`config.mk`:
```
export PLATFORM = sky130hd
export DESIGN_NAME = card_detect_debounce
export DESIGN_NICKNAME = d
export VERILOG_FILES = /design/src/rtl/cdet_pkg.sv /design/src/rtl/cdet_datapath.sv /design/src/rtl/cdet_control.sv /design/src/rtl/card_detect_debounce.sv
export SDC_FILE = /design/constraint.sdc
export NUM_CORES = 1
export LEC_CHECK = 0
export ABC_AREA = 1
export BUFFER_PORTS_ARGS = -buffer_cell sky130_fd_sc_hd__buf_2
export CAP_MARGIN = 20
export CORE_UTILIZATION = 30
export CTS_CLUSTER_SIZE = 16
export DETAILED_ROUTE_END_ITERATION = 8
export PLACE_DENSITY = 0.51
export SLEW_MARGIN = 20
export SYNTH_ARGS = -nofsm -noshare
export SYNTH_HDL_FRONTEND = slang
export SYNTH_SLANG_ARGS = --single-unit
export TNS_END_PERCENT = 20
```
`constraint.sdc`:
```
create_clock -name clk -period 2.2 [get_ports clk]
set_clock_uncertainty 0.15 [all_clocks]
set_input_delay 0.11 -clock clk [delete_from_list [all_inputs] [get_ports clk]]
set_output_delay 0.11 -clock clk [all_outputs]
set_load 0.01 [all_outputs]
```
`src/rtl/cdet_pkg.sv`:
```
package cdet_pkg;

  // Strobes issued by the control FSM to the timing datapath
  typedef struct packed {
    logic load;   // clear the hold counter (start or restart)
    logic run;    // advance the hold counter by one
  } cdetStrobes_t;

  typedef enum logic {
    ST_IDLE   = 1'b0,
    ST_TIMING = 1'b1
  } cdetState_t;

endpackage

```
`src/rtl/cdet_datapath.sv`:
```
module cdet_datapath
  import cdet_pkg::*;
#(
  parameter int HOLD_CYCLES = 15_000_000,
  parameter int SYNC_STAGES = 2
) (
  input  logic         clk,
  input  logic         rstN,
  input  logic         detectN,
  input  logic         fallOnly,
  input  cdetStrobes_t strobes,
  output logic         syncLevel,
  output logic         qualEdge,
  output logic         expired
);

  localparam int CNT_W = (HOLD_CYCLES > 2) ? $clog2(HOLD_CYCLES) : 1;
  localparam logic [CNT_W-1:0] LAST_CNT = CNT_W'(HOLD_CYCLES - 1);

  // Synchronizer chain; resets to the idle-high "absent" level
  logic [SYNC_STAGES-1:0] syncChain;

  genvar gi;
  generate
    for (gi = 0; gi < SYNC_STAGES; gi++) begin : g_sync
      if (gi == 0) begin : g_first
        always_ff @(posedge clk or negedge rstN) begin
          if (!rstN) syncChain[0] <= 1'b1;
          else       syncChain[0] <= detectN;
        end
      end else begin : g_next
        always_ff @(posedge clk or negedge rstN) begin
          if (!rstN) syncChain[gi] <= 1'b1;
          else       syncChain[gi] <= syncChain[gi-1];
        end
      end
    end
  endgenerate

  assign syncLevel = syncChain[SYNC_STAGES-1];

  // Edge detection on the synchronized level
  logic prevLevel;
  always_ff @(posedge clk or negedge rstN) begin
    if (!rstN) prevLevel <= 1'b1;
    else       prevLevel <= syncLevel;
  end

  logic riseSeen, fallSeen;
  assign riseSeen = syncLevel & ~prevLevel;
  assign fallSeen = ~syncLevel & prevLevel;
  assign qualEdge = fallSeen | (riseSeen & ~fallOnly);

  // Hold counter
  logic [CNT_W-1:0] holdCnt;
  always_ff @(posedge clk or negedge rstN) begin
    if (!rstN)             holdCnt <= '0;
    else if (strobes.load) holdCnt <= '0;
    else if (strobes.run)  holdCnt <= holdCnt + 1'b1;
  end

  assign expired = (holdCnt == LAST_CNT);


  load_clears_chk: assert property (@(posedge clk) disable iff (!rstN)
    strobes.load |=> (holdCnt == '0));


  cnt_in_range_chk: assert property (@(posedge clk) disable iff (!rstN)
    holdCnt <= LAST_CNT);


  rise_ignored_chk: assert property (@(posedge clk) disable iff (!rstN)
    (fallOnly && riseSeen) |-> !qualEdge);

endmodule

```
`src/rtl/cdet_control.sv`:
```
module cdet_control
  import cdet_pkg::*;
(
  input  logic         clk,
  input  logic         rstN,
  input  logic         qualEdge,
  input  logic         expired,
  input  logic         syncLevel,
  output cdetStrobes_t strobes,
  output logic         insertedPulse,
  output logic         extractedPulse
);

  cdetState_t state, nextState;
  logic fire;

  always_comb begin
    strobes   = '0;
    fire      = 1'b0;
    nextState = state;
    unique case (state)
      ST_IDLE: begin
        if (qualEdge) begin
          strobes.load = 1'b1;
          nextState    = ST_TIMING;
        end
      end
      ST_TIMING: begin
        if (qualEdge) begin
          strobes.load = 1'b1;          // a new edge always wins over expiry
        end else if (expired) begin
          fire      = 1'b1;
          nextState = ST_IDLE;
        end else begin
          strobes.run = 1'b1;
        end
      end
      default: nextState = ST_IDLE;
    endcase
  end

  always_ff @(posedge clk or negedge rstN) begin
    if (!rstN) begin
      state          <= ST_IDLE;
      insertedPulse  <= 1'b0;
      extractedPulse <= 1'b0;
    end else begin
      state          <= nextState;
      insertedPulse  <= fire & ~syncLevel;
      extractedPulse <= fire & syncLevel;
    end
  end


  pulse_exclusive_chk: assert property (@(posedge clk) disable iff (!rstN)
    !(insertedPulse && extractedPulse));


  pulse_single_chk: assert property (@(posedge clk) disable iff (!rstN)
    (insertedPulse || extractedPulse) |=> !(insertedPulse || extractedPulse));


  quiet_before_event_chk: assert property (@(posedge clk) disable iff (!rstN)
    $rose(insertedPulse || extractedPulse) |-> $past(!qualEdge));


  inserted_low_chk: assert property (@(posedge clk) disable iff (!rstN)
    $rose(insertedPulse) |-> $past(!syncLevel));


  idle_silent_chk: assert property (@(posedge clk) disable iff (!rstN)
    (state == ST_IDLE && !qualEdge) |=> !(insertedPulse || extractedPulse));

endmodule

```
`src/rtl/card_detect_debounce.sv`:
```
module card_detect_debounce
  import cdet_pkg::*;
#(
  parameter int HOLD_CYCLES = 15_000_000,
  parameter int SYNC_STAGES = 2
) (
  input  logic clk,
  input  logic rstN,
  input  logic detectN,
  input  logic fallOnly,
  output logic cardPresent,
  output logic insertedPulse,
  output logic extractedPulse
);

  cdetStrobes_t strobes;
  logic syncLevel, qualEdge, expired;

  cdet_datapath #(
    .HOLD_CYCLES (HOLD_CYCLES),
    .SYNC_STAGES (SYNC_STAGES)
  ) uDatapath (
    .clk       (clk),
    .rstN      (rstN),
    .detectN   (detectN),
    .fallOnly  (fallOnly),
    .strobes   (strobes),
    .syncLevel (syncLevel),
    .qualEdge  (qualEdge),
    .expired   (expired)
  );

  cdet_control uControl (
    .clk            (clk),
    .rstN           (rstN),
    .qualEdge       (qualEdge),
    .expired        (expired),
    .syncLevel      (syncLevel),
    .strobes        (strobes),
    .insertedPulse  (insertedPulse),
    .extractedPulse (extractedPulse)
  );

  assign cardPresent = ~syncLevel;

endmodule

```
==> Word level (Yosys, flattened, before mapping) <==
Index checks and enable logic that the tools add are counted.
Widths: inputs -> output; s select.
{ "totals": {"in_bits": 4, "wordCells": 31, "reg_bits": 30, "out_inout_bits": 3} }
{ "op_classes": {"eq_ne": 1, "n_reduce_logical": 1, "n_mux": 11, "n_addsub": 1, "bitwise_logic": 10} }
{ "ops": {"columns": ["op", "n"], "rows": [
  ["$mux 24", 2],
  ["$add 24x1->24 const B", 1],
  ["$eq 24x24->1 const B", 1],
  ["$mux 1", 8],
  ["$and 1x1->1", 5],
  ["$not 1->1", 4],
  ["$pmux 1 s2", 1],
  ["$reduce_bool 2->1", 1],
  ["$or 1x1->1", 1]
]} }

==> Logic depth before layout (Yosys ltp) <==
Gate-level depths: netlist of the first run.
{ "logic_depth": {"depth_word": 8, "depth_mapped": 11, "mapped_depth_nobuf": 10} }

==> By module <==
Synthesis of the first run repeated with hierarchy kept, for this count alone.
{ "hier_totals": {"hier_cells": 243, "area_unflattened_um2": 1719.1} }
{ "modules_own_cells": {"columns": ["module", "seq_area_each_um2", "instances", "area_each_um2", "cells_per_inst"], "rows": [
  ["cdet_datapath", 679.4, 1, 1599.0, 230],
  ["cdet_control", 75.1, 1, 116.4, 12],
  ["card_detect_debounce", 0.0, 1, 3.8, 1]
]} }

==> Least setup slack after synthesis of the first run <==
Ideal clock, no wire load.
{ "synth_path": {"path_type": "flip-flop to flip-flop", "from": "register uDatapath.holdCnt[0]", "to": "register uDatapath.holdCnt[19]", "period_less_slack_ns": 1.698, "path_stages_with_launch": 10, "required_ns": 1.931, "setup_ns": 0.119, "n_path_buf": 1, "path_slack_ns": 0.502, "t_arrival_ns": 1.429, "cell_sequence": "dfrtp_1 > ha_1 > nand3_2 > nor2_1 > nand3_2 > nand2_2 > inv_1 > buf_6 > nand4_1 > nand2_1"} }
{ "synth_between": {"elab_chain_len": 5, "elab_cells_between_ends": 8, "cone_classes": "add/sub: 1; eq/ne: 1; mux: 5; reduce/logical: 1"} }
{ "synth_rtl": {"columns": ["element", "line", "source"], "rows": [
  ["from (decl)", "cdet_datapath.sv:55", "logic [CNT_W-1:0] holdCnt;"],
  ["from (signal assigned)", "cdet_datapath.sv:59", "else if (strobes.run) holdCnt <= holdCnt + 1'b1;"],
  ["branches (longest 5 deep; another with $add 24x1->24)", null, null]
]} }
Parallel ways; which one is timed is not known. The select of a mux whose other input is x is not followed.
A chain may end at the register's enable or synchronous reset.

==> Worst setup path in the final report of the first run <==
{ "layout_path": {"from": "register uDatapath.holdCnt[1]", "to": "register uDatapath.holdCnt[22]"} }
Same word-level chain as after synthesis.

==> flow_metrics.tcl, run 1 <==
set metrics [dict create \
    status "complete, no violations" \
    setup_violations 0 \
    antenna_found_initial 0 \
    syn_area_per_cell_um2 6.90 \
    hold_depth 0 \
    stdcell_area_mm2 0.00210 \
    hpwl_um 3310 \
    syn_nets 275 \
    routabilityCongestion 0.879 \
    r2r_cells 8 \
    start_util_pct 31.3 \
    synth_mux_area_share_pct 0 \
    nets 288 \
    netlist_instances 270 \
    cts_tree "built" \
    dieArea_mm2 0.00653 \
    yosys.cell_types.count 22 \
    synth_seq_area_share_pct 40.5 \
    slew_headroom_pct 55.5 \
    required_ns 2.23 \
    num_vias 1700 \
    synth-simple-area-share_pct 44.9 \
    critPathKind "reg -> reg" \
    grt_pass1_vias 1636 \
    yosys_warnings 0 \
    drv_slew 0 \
    power.leakage_nw 0.955 \
    cp_data_arrival_time_ns 2.01 \
    tightest_slew_ns 0.668 \
    root_buffer "clkbuf_8" \
    synth-compound-area-share_pct 2.75 \
    syn-cell-area_mm2 0.00186 \
    grt_usage_pct 15.4 \
    hold_violations 0 \
    r2r_slack_ns 0.21 \
    boundaryPins 7 \
    nFillCells 681 \
    start_kind "register" \
    dieHeight_um 80.8 \
    grt_max_degree 31 \
    cts_buffers 5 \
    dieWidth_um 80.8 \
    wl_um 4410 \
    ys_ff_latch 30 \
    synth_top_cell_by_area "dfrtp_1" \
    synth_top_family_by_area "simple AND/OR/NAND/NOR gates" \
    drtIter0Drc 88 \
    area_growth_pct 12.6 \
    routedWlPerCell_um 12.3 \
    synth_xor_xnor_area_share_pct 4.70 \
    yosysTopAreaCellShare_pct 36.2 \
    dpl_cell_area_mm2 0.00197 \
    period_needed_ns 1.99 \
    drcViolationCount 0 \
    multi_input_area_um2 988 \
    post-place-ws_ns 0.223 \
    drive_gt1_share_pct 9.15 \
    clock_latency_ns 0.29 \
    ff_latch_area_um2 754 \
    core_area_mm2 0.00596 \
    fin_ws_ns 0.215 \
    num_rows 28 \
    path_clk_slew_ns 0.07 \
    num_antenna_cells 0 \
    max_cap_violations 0 \
    vias_per_cell 4.74 \
    p_per_area_mw_per_mm2 576 \
    min_period_over_period_pct 90.2 \
    ant_nets 0 \
    postCtsResizedCells 0 \
    postLayoutCoreUtil_pct 35.3 \
    grt_first_pass_wirelength_um 7690 \
    dr.pass1.iters 4 \
    crit_fanout 16 \
    synthAdderAreaFrac_pct 0.671 \
    grt_overflow_total 0 \
    irDropWorstVdd_mv 0.290 \
    total_power_mw 1.21 \
    clock-sinks 30 \
    cts_buffer_depth 2 \
    fmax_mhz 504 \
    ys_top_cells_by_area "dfrtp_1 36%, nand2_1 21%, nor2_1 9.9%" \
    endpoint_kind "register" \
    hp-class "reg -> reg" \
    cts_max_level 2 \
    tns_ns 0 \
    rsz0062_at_grt "false" \
    portBuffers 6 \
]
-- report_power, final --
group | total (mW) | leakage [nW] | internal (mW) | switching (mW)
Sequential | 0.576 | 0.401 | 0.565 | 0.0117
Clock | 0.573 | 0.0504 | 0.337 | 0.236
Combinational | 0.0602 | 0.503 | 0.0188 | 0.0414
Total | 1.21 | 0.955 | 0.920 | 0.289
-- metrics by stage --
step | instances | hold WS [ns]
5_1_grt | 359 | 0.217
4_1_cts | 359 | 0.210
3_5_place_dp | 349 | 0.0524
6_report | 359 | 0.209
2_1_floorplan | 270 | -0.336
3_3_place_gp | 349 | 0.0508
-- placed cells by master, fill, tap and decap left out, types with 2 or more instances in the layout --
cell type / synthesis / layout
o21ai_1: 3 / 3
clkinvlp_4: 0 / 2
nand3b_1: 4 / 4
nand4_1: 16 / 16
nor2_1: 49 / 49
buf_4: 0 / 2
dlygate4sd3_1: 0 / 2
dfrtp_1: 27 / 27
nand2_1: 104 / 104
o21bai_1: 3 / 3
nand3_1: 18 / 18
buf_2: 0 / 6
inv_1: 19 / 19
clkbuf_8: 0 / 5
xor2_1: 10 / 10
nand3_2: 2 / 2
dfstp_2: 3 / 3
-- layer usage --
metal,wire [µm],vias up,global-route usage (%)
met2,2020,19,25.2
met4,39,0,4.29
li1,-,886,-
met5,0,-,0
met3,134,5,3.37
met1,2220,790,20.4
-- final cells by class --
| type | count | area share, % |
|---|---|---|
| inverters | 21 | 3.99 |
| flip-flops and latches | 30 | 35.9 |
| clock inverters | 3 | 2.15 |
| multi-input cells | 215 | 47.1 |
| well taps | 75 | 4.47 |
| repair buffers | 10 | 3.10 |
| clock buffers | 5 | 3.28 |
-- cell usage after synthesis --
cell	count
nand2_1	104
nor2_1	49
dfrtp_1	27
inv_1	19
nand3_1	18
nand4_1	16
xor2_1	10
nand3b_1	4
buf_6	3
dfstp_2	3
o21ai_1	3
o21bai_1	3
nand3_2	2
clkbuf_1	1
clkinv_4	1
ha_1	1
inv_2	1
nand2_2	1
nand2_4	1
nor3_1	1
o21ai_0	1
o21ai_2	1
-- worst paths after layout --
kind                                                   from                           endpoint
max                        uDatapath.holdCnt[1]$_DFFE_PN0P_  uDatapath.holdCnt[22]$_DFFE_PN0P_
min in group asynchronous                              rstN   uDatapath.holdCnt[7]$_DFFE_PN0P_
min reg2reg                uDatapath.syncChain[0]$_DFF_PN1_      uDatapath.syncLevel$_DFF_PN1_
max reg2reg                uDatapath.holdCnt[1]$_DFFE_PN0P_  uDatapath.holdCnt[22]$_DFFE_PN0P_
max in group asynchronous                              rstN  uDatapath.holdCnt[13]$_DFFE_PN0P_
min                        uDatapath.syncChain[0]$_DFF_PN1_      uDatapath.syncLevel$_DFF_PN1_
-- timing repair --
action	CTS	global route
hold buffers	2	0
buffers inserted	0	0
endpoints found under the hold margin	28	0
-- kinds of logic after synthesis --
logic type	after synthesis
flops	30
buf+inv	25
xor+xnor	10
fa+ha+maj	1
simple gates	196
compound gates	8
-- worst max-delay path: stages, from the launching register on --
cell	delay, ns
dfrtp_1	0.39
ha_1	0.29
nand3_2	0.14
nor2_1	0.15
nand3_2	0.15
nand2_2	0.12
inv_1	0.25
nand3_1	0.17
nand2_1	0.07
-- sequential cells by signal, summed over array words and instances, names as in the netlist --
register and count:
uDatapath.syncLevel 1, uControl.state 1, uDatapath.prevLevel 1, uDatapath.holdCnt 24, uDatapath.syncChain 1, uControl.extractedPulse 1, uControl.insertedPulse 1
Note: power is estimated with default switching activity, not from simulation.
==> run 2, diff against run 1 <==
--- a/config.mk
+++ b/config.mk
@@ -11,7 +11,7 @@
 export CORE_UTILIZATION = 30
 export CTS_CLUSTER_SIZE = 16
 export DETAILED_ROUTE_END_ITERATION = 8
-export PLACE_DENSITY = 0.51
+export PLACE_DENSITY = 0.52
 export SLEW_MARGIN = 20
 export SYNTH_ARGS = -nofsm -noshare
 export SYNTH_HDL_FRONTEND = slang
==> constraint.sdc (replaced) <==
create_clock -name clk -period 1.61 [get_ports clk]
set_clock_uncertainty 0.15 [all_clocks]
set_input_delay 0.0805 -clock clk [delete_from_list [all_inputs] [get_ports clk]]
set_output_delay 0.0805 -clock clk [all_outputs]
set_load 0.01 [all_outputs]
==> run 2 against run 1 <==
Against the previous run:
- the flow now finishes with violations (negative setup slack)
- sequential power rose by 38%
- global-route usage rose by 1.7 points
- register-to-register slack got worse by 0.24 ns
- design area rose by 20%
- clock power rose by 15%
- non-clock buffer count rose by 37
- clock-buffer cell count rose by 1
- via count rose by 8.5%
- power rose by 31%
- critical endpoint is now uDatapath.holdCnt[16]$_DFFE_PN0P_
==> flow_metrics.tcl, run 2 (same netlist as run 1, synthesis figures left out) <==
set metrics [dict create \
    status "finished with violations" \
    violations "negative setup slack" \
    cts_buffer_depth 2 \
    drv_slew 0 \
    top_usage_layer "met2" \
    p_per_area_mw_per_mm2 632 \
    path_clk_slew_ns 0.08 \
    drcViolationCount 0 \
    routedWlPerCell_um 12.4 \
    rsz0062_at_grt "true" \
    r2r_cells 8 \
    fin_ws_ns -0.0250 \
    fmax_mhz 612 \
    critPathKind "reg -> reg" \
    final_common_cell "nand2_1" \
    max_cap_violations 0 \
    portBuffers 6 \
    num_antenna_cells 0 \
    antenna_found_initial 0 \
    ant_nets 0 \
    drive_gt1_share_pct 28.0 \
    ff_latch_area_um2 759 \
    min_period_over_period_pct 102 \
    drtIter0Drc 99 \
    irDropWorstVdd_mv 0.348 \
    nFillCells 628 \
    area_growth_pct 34.8 \
    multi_input_area_mm2 0.00109 \
    hp-class "in -> async" \
    power.leakage_nw 1.17 \
    tightest_slew_ns 0.305 \
    grt_use_met1_pct 22.7 \
    routabilityCongestion 0.863 \
    cts_buffers 5 \
    hold_ws_ns 0.105 \
    dpl_cell_area_mm2 0.00225 \
    dieArea_mm2 0.00653 \
    required_ns 1.68 \
    stdcell_area_mm2 0.00251 \
    cts_max_level 2 \
    num_rows 28 \
    num_vias 1845 \
    nets 325 \
    vias_per_cell 4.66 \
    wl_um 4910 \
    slew_headroom_pct 79.7 \
    setup_violations 9 \
    grt_max_degree 31 \
    total_power_mw 1.59 \
    dieHeight_um 80.8 \
    hpwl_um 3530 \
    dieWidth_um 80.8 \
    largest_reg_flops 24 \
    root_buffer "clkbuf_8" \
    cts_tree "built" \
    tns_ns -0.0510 \
    grt_pass1_vias 1749 \
    clock_latency_ns 0.30 \
    top_register "uDatapath.holdCnt" \
    dr.pass1.iters 4 \
    use_met2_pct 27.6 \
    final_cell_mix "99 x nand2_1, 37 x nor2_1, 34 x buf_4" \
    clock-sinks 30 \
    endpoint_kind "register" \
    grt.met3_usage_pct 3.71 \
    cp_data_arrival_time_ns 1.71 \
    start_util_pct 31.3 \
    grt_overflow_total 0 \
    hold_violations 0 \
    period_needed_ns 1.64 \
    grt_first_pass_wirelength_um 8310 \
    crit_fanout 16 \
    start_kind "register" \
    grt_usage_pct 17.1 \
    boundaryPins 7 \
    core_area_mm2 0.00596 \
]
-- run 2: cell types whose count changed in the layout (fill, tap and decap cells not counted), sizes merged --
cell / before / now
clkinvlp: 2 / 1
buf: 8 / 45
clkbuf: 5 / 6
bufinv: 1 / 0
clkinv: 1 / 2
-- run 2: worst max-delay path, cell delays in order, from the launching register on --
cell     delay (ns)
dfrtp_1        0.42
ha_4           0.19
nand3_4        0.10
nor2_2         0.04
nand3_2        0.07
nand2_2        0.08
inv_2          0.26
nand4_1        0.15
nand2_1        0.08
-- run 2: layout make-up --
| cell class | count | area share [%] |
|---|---|---|
| sequential | 30 | 30.2 |
| clock inverter | 2 | 0.498 |
| inverter | 21 | 3.63 |
| tap | 75 | 3.73 |
| clock buffer | 6 | 3.29 |
| multi-input combinational | 215 | 43.6 |
| timing repair buffer | 47 | 15.1 |
-- run 2: per-stage QoR --
stage,setup slack (ns),std cells,util (%)
after floorplan,0.00234,270,-
after global placement,-0.0983,383,37.8
after detailed placement,-0.111,383,37.8
after CTS,-0.00279,395,40.6
after global routing,-0.128,396,42.2
final,-0.0250,396,42.2
-- run 2: worst paths after layout --
path | start | to | slack, ns
max in group asynchronous | rstN | uDatapath.syncLevel$_DFF_PN1_ | 0.96
hold reg to reg | uDatapath.syncChain[0]$_DFF_PN1_ | uDatapath.syncLevel$_DFF_PN1_ | 0.21
setup / recovery | uDatapath.holdCnt[0]$_DFFE_PN0P_ | uDatapath.holdCnt[16]$_DFFE_PN0P_ | -0.03
setup reg to reg | uDatapath.holdCnt[0]$_DFFE_PN0P_ | uDatapath.holdCnt[16]$_DFFE_PN0P_ | -0.03
min in group clk | fallOnly | uControl.extractedPulse$_DFF_PN0_ | 0.14
hold / removal | rstN | uDatapath.holdCnt[9]$_DFFE_PN0P_ | 0.11
-- run 2: what timing repair did --
item,in CTS,in global routing
gates cloned,0,0
buffers inserted,2,1
pin swaps,1,11
hold buffers,2,0
endpoints found under the setup margin,20,26
resized for setup,6,29
hold endpoints to repair,31,0
-- run 2: per-layer routing --
layer	share of wire, %	routed length [µm]
met4	1.4	67
met5	0	0
met3	5.0	244
met2	45	2200
met1	49	2400
-- run 2: report_power, final --
group,internal [mW],switching (mW),total (mW)
registers,0.772,0.0215,0.794
clock network,0.343,0.313,0.657
logic,0.0605,0.0773,0.138
==> run 3, diff against run 2 <==
--- a/config.mk
+++ b/config.mk
@@ -8,7 +8,9 @@
 export ABC_AREA = 1
 export BUFFER_PORTS_ARGS = -buffer_cell sky130_fd_sc_hd__buf_2
 export CAP_MARGIN = 20
+export CORE_MARGIN = 5
 export CORE_UTILIZATION = 30
+export CTS_BUF_LIST = sky130_fd_sc_hd__clkbuf_2
 export CTS_CLUSTER_SIZE = 16
 export DETAILED_ROUTE_END_ITERATION = 8
 export PLACE_DENSITY = 0.52
==> run 3 against run 2 <==
Against the previous run:
- the run still ends with negative setup slack left
- sequential share of layout area is 1.6 points lower
- register-to-register slack better by 0.02 ns
- die area increased by 21%
- clock power is 12% lower
- critical endpoint is now uDatapath.holdCnt[9]$_DFFE_PN0P_
- design area is 5.7% higher
- clock-buffer cell count decreased by 1
- non-clock buffer count is 7 higher
- worst hold slack got worse by 0.017 ns
- combinational power rose by 19%
==> flow_metrics.tcl, run 3 (same netlist as run 1, synthesis figures left out) <==
set metrics [dict create \
    status "finished with violations" \
    violations "negative setup slack" \
    hpwl_um 3680 \
    power.leakage_nw 1.20 \
    cp_data_arrival_time_ns 1.81 \
    wl_um 5530 \
    irDropWorstVdd_mv 0.567 \
    portBuffers 6 \
    timing.rr.start "uDatapath.holdCnt[0]$_DFFE_PN0P_" \
    routedWlPerCell_um 13.6 \
    core_area_mm2 0.00599 \
    min_period_over_period_pct 101 \
    dieArea_mm2 0.00789 \
    hold_ws_ns 0.0888 \
    hold_violations 0 \
    r2r_end "uDatapath.holdCnt[9]$_DFFE_PN0P_" \
    drv_slew 0 \
    fin_ws_ns -0.00806 \
    num_vias 1963 \
    grt_first_pass_wirelength_um 8480 \
    multi_input_area_mm2 0.00119 \
    ant_nets 0 \
    grt_overflow_total 0 \
    cts_buffers 5 \
    nets 336 \
    rsz0062_at_grt "true" \
    setup_violations 2 \
    dieWidth_um 88.8 \
    period_needed_ns 1.62 \
    drive_gt1_share_pct 35.5 \
    grt_max_degree 31 \
    dr.pass1.iters 4 \
    cts_buffer_depth 2 \
    crit_fanout 8 \
    start_kind "register" \
    boundaryPins 7 \
    required_ns 1.80 \
    routabilityCongestion 0.857 \
    vias_per_cell 4.82 \
    r2r_cells 9 \
    clock_latency_ns 0.40 \
    cts_tree "built" \
    endpoint_kind "register" \
    nFillCells 615 \
    drcViolationCount 0 \
    drtIter0Drc 123 \
    postLayoutCoreUtil_pct 44.4 \
    area_growth_pct 42.6 \
    hp-class "in -> async" \
    ff_latch_area_um2 759 \
    final_cell_mix "90 x nand2_1, 43 x buf_4, 30 x nor2_1" \
    num_rows 28 \
    cts_max_level 2 \
    r2r_slack_ns -0.008 \
    path_clk_slew_ns 0.20 \
    clock-sinks 30 \
    grt_usage_pct 14.0 \
    grt_pass1_vias 1826 \
    p_per_area_mw_per_mm2 577 \
    largest_reg_flops 24 \
    slew_headroom_pct 52.8 \
    dieHeight_um 88.8 \
    final_common_cell "nand2_1" \
    antenna_found_initial 0 \
    critPathKind "reg -> reg" \
    num_antenna_cells 0 \
    top_register "uDatapath.holdCnt" \
    root_buffer "clkbuf_2" \
    fmax_mhz 618 \
    max_cap_violations 0 \
    tightest_slew_ns 0.709 \
    start_util_pct 31.1 \
]
## run 3: changes by cell type in the layout (fill, tap and decap cells not counted), sizes merged
cell | previous run | this run
buf | 45 | 51
clkbuf | 6 | 5
inv | 20 | 22
clkinvlp | 1 | 2
nand2 | 106 | 107
dlygate4sd3 | 2 | 3
bufinv | 0 | 1
## run 3: metal layers
metal / part of all wire, % / vias to the layer above / track usage [%]
met1: 47 / 930 / 18.7
met5: 0 / - / 0
met2: 47 / 41 / 22.4
li1: - / 981 / -
met3: 4.6 / 11 / 2.79
met4: 2.0 / 0 / 4.81
## run 3: stage by stage
stage | instances | setup TNS (ns) | worst slack, ns | power (mW) | instance area [µm²]
5_1_grt | 407 | -1.29 | -0.0837 | 1.59 | 2660
3_5_place_dp | 384 | -1.03 | -0.0652 | 0.911 | 2240
6_report | 407 | -0.0105 | -0.00806 | 1.53 | 2660
4_1_cts | 397 | -0.197 | -0.0343 | 1.50 | 2380
3_3_place_gp | 384 | -0.407 | -0.0308 | 0.908 | 2240
2_1_floorplan | 270 | 0 | 0.00234 | 0.850 | 1880
## run 3: power by group
| group | internal (mW) | switching [mW] | total [mW] |
|---|---|---|---|
| clock network | 0.261 | 0.318 | 0.579 |
| logic | 0.0764 | 0.0880 | 0.164 |
| registers | 0.772 | 0.0167 | 0.789 |
## run 3: worst max-delay path by stage
stage | to | from | cells after the start
2_1_floorplan | uDatapath.holdCnt[10]$_DFFE_PN0P_ | uDatapath.syncLevel$_DFF_PN1_ | 5
3_3_place_gp | uDatapath.holdCnt[9]$_DFFE_PN0P_ | uDatapath.syncLevel$_DFF_PN1_ | 7
3_5_place_dp | uDatapath.holdCnt[9]$_DFFE_PN0P_ | uDatapath.holdCnt[1]$_DFFE_PN0P_ | 9
4_1_cts | uDatapath.holdCnt[10]$_DFFE_PN0P_ | uDatapath.holdCnt[5]$_DFFE_PN0P_ | 10
5_1_grt | uDatapath.holdCnt[15]$_DFFE_PN0P_ | uDatapath.holdCnt[5]$_DFFE_PN0P_ | 10
6_report | uDatapath.holdCnt[9]$_DFFE_PN0P_ | uDatapath.holdCnt[0]$_DFFE_PN0P_ | 9
## run 3: area by class of cell
class                   instances  share of cell area, %
clock buffers                   5                  0.942
clock inverters                 3                   1.69
inverters                      21                   3.53
multi-input cells             216                   44.9
flip-flops and latches         30                   28.6
well taps                      75                   3.53
repair buffers                 54                   15.6
repair inverters                3                   1.27
## run 3: worst max-delay path, cell delays in order (launching register included)
cell     delay [ns]
dfrtp_1        0.45
ha_4           0.18
nand3_4        0.09
nor2_4         0.14
nand3_4        0.09
nand2_4        0.12
nand2_8        0.13
inv_6          0.11
nand2_1        0.05
nand2_1        0.07
## run 3: timing repair
item,CTS,global route
hold endpoints to repair,32,0
setup endpoints to repair,24,26
resized for setup,7,58
setup buffers,2,7
gates cloned,0,4
hold buffers,3,0
pin swaps,2,24
